<file path="config.mk">
export PLATFORM = sky130hd
export DESIGN_NAME = adc_limit_monitor
export DESIGN_NICKNAME = d
export VERILOG_FILES = /design/src/rtl/adc_mon_pkg.sv /design/src/rtl/adc_mon_timer.sv /design/src/rtl/adc_mon_channel.sv /design/src/rtl/adc_limit_monitor.sv
export SDC_FILE = /design/constraint.sdc
export NUM_CORES = 2
export LEC_CHECK = 0
export ABC_AREA = 1
export BUFFER_PORTS_ARGS = -buffer_cell sky130_fd_sc_hd__buf_2
export CAP_MARGIN = 5
export CORE_ASPECT_RATIO = 1.5
export CORE_MARGIN = 4
export CORE_UTILIZATION = 55
export CTS_CLUSTER_DIAMETER = 100
export DETAILED_ROUTE_END_ITERATION = 7
export HOLD_SLACK_MARGIN = 0.02
export PLACE_DENSITY_LB_ADDON = 0.25
export SLEW_MARGIN = 40
export SYNTH_ARGS = -nofsm -noshare
export SYNTH_HDL_FRONTEND = slang
export SYNTH_SLANG_ARGS = --single-unit
</file>
<file path="constraint.sdc">
create_clock -name clk -period 14 [get_ports clk]
set_clock_uncertainty 0.05 [all_clocks]
set_input_delay 2.1 -clock clk [delete_from_list [all_inputs] [get_ports clk]]
set_output_delay 2.1 -clock clk [all_outputs]
set_load 0.005 [all_outputs]
</file>
<file path="src/rtl/adc_mon_pkg.sv">
package adc_mon_pkg;
  localparam logic [7:0] A_STAT_LO  = 8'h0a;
  localparam logic [7:0] A_STAT_HI  = 8'h0b;
  localparam logic [7:0] A_NUM_CH   = 8'h0f;
  localparam logic [7:0] A_TMR0     = 8'h44;
  localparam logic [7:0] A_TMR12    = 8'h45;
  localparam logic [7:0] A_RUN      = 8'h46;
  localparam logic [7:0] A_REQ      = 8'h47;
  localparam logic [7:0] A_BANK0    = 8'h60;
  localparam int         BANK_BYTES = 8;
  localparam int         NUM_TMR    = 3;
  localparam logic [1:0] TSEL_NONE  = 2'd3;
endpackage

</file>
<file path="src/rtl/adc_mon_timer.sv">
module adc_mon_timer #(
  parameter int TICK_SCALE = 1000,
  parameter int CODE_W     = 8,
  localparam int CNT_W     = $clog2(((1 << CODE_W) * TICK_SCALE) + 1)
) (
  input  logic              clk,
  input  logic              rst_n,
  input  logic              run,
  input  logic [CODE_W-1:0] code,
  output logic              tick
);
  logic [CNT_W-1:0] cnt;
  logic [CNT_W-1:0] last;

  // period is (code+1)*TICK_SCALE; wrap with >= so a shortened code takes effect at once
  assign last = CNT_W'((32'(code) + 32'd1) * 32'(TICK_SCALE) - 32'd1);

  always_ff @(posedge clk or negedge rst_n) begin
    if (!rst_n) begin
      cnt  <= '0;
      tick <= 1'b0;
    end else if (!run) begin
      cnt  <= '0;
      tick <= 1'b0;
    end else if (cnt >= last) begin
      cnt  <= '0;
      tick <= 1'b1;
    end else begin
      cnt  <= cnt + 1'b1;
      tick <= 1'b0;
    end
  end
endmodule

</file>
<file path="src/rtl/adc_mon_channel.sv">
module adc_mon_channel
  import adc_mon_pkg::*;
#(
  parameter int DATA_W = 16,
  parameter int SRC_W  = 8
) (
  input  logic               clk,
  input  logic               rst_n,
  input  logic               wr_en,
  input  logic [2:0]         off,
  input  logic [7:0]         wdata,
  output logic [7:0]         rd_data,
  input  logic [NUM_TMR-1:0] tick,
  input  logic               run,
  input  logic               smp_fire,
  input  logic [SRC_W-1:0]   smp_src,
  input  logic [DATA_W-1:0]  smp_data,
  output logic               conv_req,
  output logic               stat_lo,
  output logic               stat_hi,
  output logic               int_req
);
  logic [7:0]        bank [BANK_BYTES];
  logic              armed;
  logic [SRC_W-1:0]  src_sel;
  logic [DATA_W-1:0] lim_lo, lim_hi;
  logic [1:0]        tsel;
  logic              meas_en, lo_ie, hi_ie, hit;
  logic [NUM_TMR:0]  tick_x;

  assign src_sel  = SRC_W'(bank[0]);
  assign lim_lo   = DATA_W'({bank[2], bank[1]});
  assign lim_hi   = DATA_W'({bank[4], bank[3]});
  assign tsel     = bank[5][1:0];
  assign meas_en  = bank[7][7];
  assign hi_ie    = bank[7][1];
  assign lo_ie    = bank[7][0];
  assign rd_data  = bank[off];
  assign tick_x   = {1'b0, tick};
  assign conv_req = run && meas_en && (tsel != TSEL_NONE) && tick_x[tsel];
  assign hit      = smp_fire && armed && (smp_src == src_sel);
  assign int_req  = meas_en && ((stat_lo && lo_ie) || (stat_hi && hi_ie));

  always_ff @(posedge clk or negedge rst_n) begin
    if (!rst_n) begin
      for (int i = 0; i < BANK_BYTES; i++) bank[i] <= 8'h00;
    end else if (wr_en) begin
      bank[off] <= wdata;
    end
  end

  always_ff @(posedge clk or negedge rst_n) begin
    if (!rst_n) begin
      armed   <= 1'b0;
      stat_lo <= 1'b0;
      stat_hi <= 1'b0;
    end else if (wr_en) begin
      armed   <= 1'b0;
      stat_lo <= 1'b0;
      stat_hi <= 1'b0;
    end else begin
      if (hit) begin
        if (smp_data < lim_lo) stat_lo <= 1'b1;
        if (smp_data > lim_hi) stat_hi <= 1'b1;
      end
      if (conv_req)  armed <= 1'b1;
      else if (hit)  armed <= 1'b0;
    end
  end
endmodule

</file>
<file path="src/rtl/adc_limit_monitor.sv">
module adc_limit_monitor
  import adc_mon_pkg::*;
#(
  parameter int NUM_CH     = 8,
  parameter int DATA_W     = 16,
  parameter int SRC_W      = 8,
  parameter int TICK_SCALE = 1000
) (
  input  logic              clk,
  input  logic              rst_n,
  input  logic              reg_we,
  input  logic [7:0]        reg_addr,
  input  logic [7:0]        reg_wdata,
  output logic [7:0]        reg_rdata,
  input  logic              smp_valid,
  output logic              smp_ready,
  input  logic [SRC_W-1:0]  smp_src,
  input  logic [DATA_W-1:0] smp_data,
  output logic [NUM_CH-1:0] conv_req,
  output logic              irq
);
  localparam int         IDX_W    = $clog2(NUM_CH);
  localparam logic [8:0] BANK_END = 9'(A_BANK0) + 9'(NUM_CH * BANK_BYTES);

  logic [7:0]        tmr0_code, tmr12_code;
  logic              gen_en, req_en, run, in_bank, smp_fire;
  logic [7:0]        bank_rel;
  logic [IDX_W-1:0]  ch_idx;
  logic [NUM_CH-1:0] stat_lo, stat_hi, int_vec;
  logic [7:0]        ch_rd [NUM_CH];
  logic [NUM_TMR-1:0] tick;
  logic [7:0]        tmr_code [NUM_TMR];
  logic              rdy_q;

  assign run       = gen_en && req_en;
  assign in_bank   = ({1'b0, reg_addr} >= 9'(A_BANK0)) && ({1'b0, reg_addr} < BANK_END);
  assign bank_rel  = reg_addr - A_BANK0;
  assign ch_idx    = bank_rel[3 +: IDX_W];
  assign smp_ready = rdy_q;
  assign smp_fire  = smp_valid && rdy_q;
  assign irq       = |int_vec;

  always_ff @(posedge clk or negedge rst_n) begin
    if (!rst_n) begin
      tmr0_code  <= 8'h00;
      tmr12_code <= 8'h00;
      gen_en     <= 1'b0;
      req_en     <= 1'b0;
      rdy_q      <= 1'b0;
    end else begin
      rdy_q <= 1'b1;
      if (reg_we) begin
        unique case (reg_addr)
          A_TMR0:  tmr0_code  <= reg_wdata;
          A_TMR12: tmr12_code <= reg_wdata;
          A_RUN:   gen_en     <= reg_wdata[7];
          A_REQ:   req_en     <= reg_wdata[7];
          default: ;
        endcase
      end
    end
  end

  assign tmr_code[0] = tmr0_code;
  assign tmr_code[1] = {4'h0, tmr12_code[7:4]};
  assign tmr_code[2] = {4'h0, tmr12_code[3:0]};

  for (genvar t = 0; t < NUM_TMR; t++) begin : g_tmr
    adc_mon_timer #(.TICK_SCALE(TICK_SCALE), .CODE_W(8)) u_tmr (
      .clk  (clk),
      .rst_n(rst_n),
      .run  (run),
      .code (tmr_code[t]),
      .tick (tick[t])
    );
  end

  for (genvar c = 0; c < NUM_CH; c++) begin : g_ch
    adc_mon_channel #(.DATA_W(DATA_W), .SRC_W(SRC_W)) u_ch (
      .clk     (clk),
      .rst_n   (rst_n),
      .wr_en   (reg_we && in_bank && (ch_idx == IDX_W'(c))),
      .off     (reg_addr[2:0]),
      .wdata   (reg_wdata),
      .rd_data (ch_rd[c]),
      .tick    (tick),
      .run     (run),
      .smp_fire(smp_fire),
      .smp_src (smp_src),
      .smp_data(smp_data),
      .conv_req(conv_req[c]),
      .stat_lo (stat_lo[c]),
      .stat_hi (stat_hi[c]),
      .int_req (int_vec[c])
    );
  end

  always_comb begin
    reg_rdata = 8'h00;
    if (in_bank) begin
      reg_rdata = ch_rd[ch_idx];
    end else begin
      unique case (reg_addr)
        A_STAT_LO: reg_rdata = 8'(stat_lo);
        A_STAT_HI: reg_rdata = 8'(stat_hi);
        A_NUM_CH:  reg_rdata = 8'(NUM_CH);
        A_TMR0:    reg_rdata = tmr0_code;
        A_TMR12:   reg_rdata = tmr12_code;
        A_RUN:     reg_rdata = {gen_en, 7'h00};
        A_REQ:     reg_rdata = {req_en, 7'h00};
        default:   reg_rdata = 8'h00;
      endcase
    end
  end
endmodule

</file>
==> flow_metrics.tcl <==
set metrics [dict create \
    antenna_found_initial 9 \
    dp_cells 6576 \
    min_path_type "reg2reg" \
    relSlewSlack 0.315 \
    io_buffers 61 \
    instances_no_fill 6696 \
    slew_violations 0 \
    syn_inst 5723 \
    die_h_um 346 \
    worstPathArrival_ns 5.40 \
    timing.reg2reg.setup_slack_ns 6.89 \
    yosysSeqAreaShare 0.367 \
    wl_per_cell_um 21.7 \
    drt_pass1_iterations 8 \
    grtUsageTotal 0.358 \
    drive_above_1_share 0.0559 \
    setup_ws_ns 6.45 \
    cts_setup_buffers 0 \
    start_util 0.556 \
    n_fill_cell 7114 \
    syn_area_um2 41800 \
    ys_ff_latch 612 \
    slowest_stage "inv_2" \
    worstSetupPathType "in2out" \
    critical-path-max-stage-delay_ns 0.87 \
    numCtsBuffers 60 \
    cellLeakagePower_uw 0.0217 \
    cts-root-buf "clkbuf_16" \
    timing.final.crit_period_ns 7.55 \
    ys_warn_count 0 \
    fin_crit_sh 0.539 \
    crit_fanout 35 \
    synth.distinct_cells 52 \
    clkLatencyLatePin_ns 0.68 \
    cp_common_cell "nand2_1" \
    fin_nets 6110 \
    grt_start_max_net_pins 156 \
    via_per_inst 5.81 \
    cts_tree "done" \
    crit_path_start_kind "input pin" \
    cp-end-kind "primary output" \
    status "finished, violations left" \
    power.total_uw 4540 \
    syn2layout_area_growth_pct 7.18 \
    ioPinCount 62 \
    grt_pass1_vias 37800 \
    core_area_um2 75100 \
    die_w_um 233 \
    dp_hpwl_um 97400 \
    place_ws_ns 6.72 \
    grt_pass1_wl_um 220000 \
    drc 2 \
    drv_cap 0 \
    peakVddDrop_mv 0.0972 \
    tightest_slew_ns 1.02 \
    drtIter0Drc 3978 \
    cp.required_ns 11.85 \
    finalSetupTns_ns 0 \
    setup_viol 0 \
    cts_hold_buf 0 \
    violations "DRC" \
    powerDensity_nw_per_um2 101 \
    avgSynthCellArea_um2 7.30 \
    dieArea_um2 80500 \
    drt.antenna.violating_nets 0 \
    hold_viol 0 \
    cts.repair.resized 0 \
    cp_cell_sequence "buf_4, nand2_2, inv_2, nand2_1, nand4_1, a21oi_1, nand2_1, nand3_1, nand2_1, nand2_1, nand2_1, buf_2" \
    place_congestion 0.994 \
    vias 38900 \
    row_count 123 \
    max_freq_ghz 0.133 \
    path_clk_slew_ns 0.06 \
    clk_path_buf_depth 3 \
    grt_setup_unrepaired "false" \
    utilization 0.596 \
    wl_um 145000 \
    cts_max_level 2 \
    clkSinkCount 612 \
    grt-ovfl-total 0 \
]
[area by class of cell]
cell class                      instances  area (um2)  share of cell area
Inverter                              563        2130              0.0475
Timing Repair Buffer                  105         867              0.0194
Clock inverter                         22         279             0.00623
Antenna cell                            7        17.5            0.000391
Sequential cell                       612       15300               0.342
Tap cell                             1000        1250              0.0279
Clock buffer                           86        1750              0.0391
Multi-Input combinational cell       4301       23200               0.518
[layer usage]
layer | track usage | routed length [um]
met2 | 0.567 | 65400
met5 | 0 | 28
met4 | 0.311 | 15900
met3 | 0.0784 | 13500
met1 | 0.405 | 50300
[flip-flops by register name, indices dropped and copies added (netlist names)]
name               cells
g_ch.u_ch.stat_hi      8
tmr12_code             8
g_ch.u_ch.src_sel     64
g_ch.u_ch.armed        8
g_ch.u_ch.stat_lo      8
g_tmr.u_tmr.tick       3
req_en                 1
smp_ready              1
g_ch.u_ch.bank       448
g_tmr.u_tmr.cnt       54
tmr0_code              8
gen_en                 1
[through the flow]
step           hold slack, ns  area [um2]
6_report                0.435       44800
5_1_grt                 0.451       44800
4_1_cts                 0.435       44600
3_5_place_dp            0.418       42600
3_3_place_gp            0.414       42500
2_1_floorplan           0.403       41800
[power by group]
part / switching, uW / leakage (uW) / internal (uW) / total (uW)
Clock: 750 / 0.000992 / 960 / 1710
Sequential: 77.8 / 0.00840 / 1860 / 1940
Combinational: 602 / 0.0123 / 288 / 890
Total: 1430 / 0.0217 / 3110 / 4540
[critical path: cells and delay by family]
family | cells | cell delay [ns]
and+or+nand+nor | 8 | 1.58
buffers and inverters | 3 | 1.48
AOI/OAI and AO/OA | 1 | 0.15
[cell usage in the layout, fill, tap and decap left out, types with 14 or more instances in the layout]
master and count:
nand2_1 2122, o21a_1 16, o21ai_0 581, o22ai_1 15, clkbuf_8 16, inv_2 14
nor2_1 361, dfrtp_1 612, buf_4 28, nand4_1 69, clkbuf_16 60, a21oi_1 204
xnor2_1 61, nand3b_1 21, nand3_1 112, o21ai_1 44, nand2_2 19, xor2_1 64
nor3_1 46, buf_2 53, fa_1 41, o21ai_2 40, inv_1 541, ha_1 382
[cells in the mapped netlist, drive strengths merged]
| cell type | number | share of area |
|---|---|---|
| a211o | 8 | 0.0017 |
| fa | 41 | 0.020 |
| or2 | 5 | 0.00075 |
| xor2 | 65 | 0.014 |
| nor3b | 1 | 0.00018 |
| and2 | 2 | 0.00030 |
| o211ai | 3 | 0.00054 |
| nand3 | 114 | 0.014 |
| o21a | 16 | 0.0029 |
| o21bai | 9 | 0.0016 |
| a211oi | 12 | 0.0022 |
| clkbuf | 113 | 0.010 |
| nor2 | 377 | 0.036 |
| ha | 382 | 0.11 |
| and3 | 4 | 0.00060 |
| a31o | 1 | 0.00021 |
| a21boi | 3 | 0.00054 |
| clkinv | 4 | 0.00036 |
| o21ai | 665 | 0.083 |
| a21o | 3 | 0.00054 |
| dfrtp | 612 | 0.37 |
| nand2 | 2150 | 0.20 |
| o22ai | 15 | 0.0022 |
| a21oi | 204 | 0.024 |
| xnor2 | 61 | 0.013 |
| buf | 135 | 0.019 |
| a22o | 9 | 0.0019 |
| nor4 | 7 | 0.0010 |
| conb | 1 | 0.000090 |
| inv | 559 | 0.050 |
| nand4 | 70 | 0.011 |
| a31oi | 2 | 0.00030 |
| nand3b | 21 | 0.0038 |
| nor3 | 49 | 0.0067 |
[logic make-up after synthesis]
group,share of synthesized area
compound gates,0.122
fa+ha+maj,0.134
simple gates,0.271
other cells,0.0000897
buf+inv,0.0794
flops,0.367
xor+xnor,0.0266
[final timing paths]
kind	startpoint	endpoint	cells after the start
worst max-delay path	reg_addr[1]	reg_rdata[6]	12
worst min-delay path	g_ch[7].u_ch.bank[13]	g_ch[7].u_ch.bank[13]	2
worst max register to register	tmr0_code[0]	g_tmr[0].u_tmr.cnt[9]	27
worst min register to register	g_ch[7].u_ch.bank[13]	g_ch[7].u_ch.bank[13]	2
max in group asynchronous	rst_n	g_ch[7].u_ch.bank[26]	5
min in group asynchronous	rst_n	g_ch[2].u_ch.bank[55]	1
(Power assumes the default switching activity.)
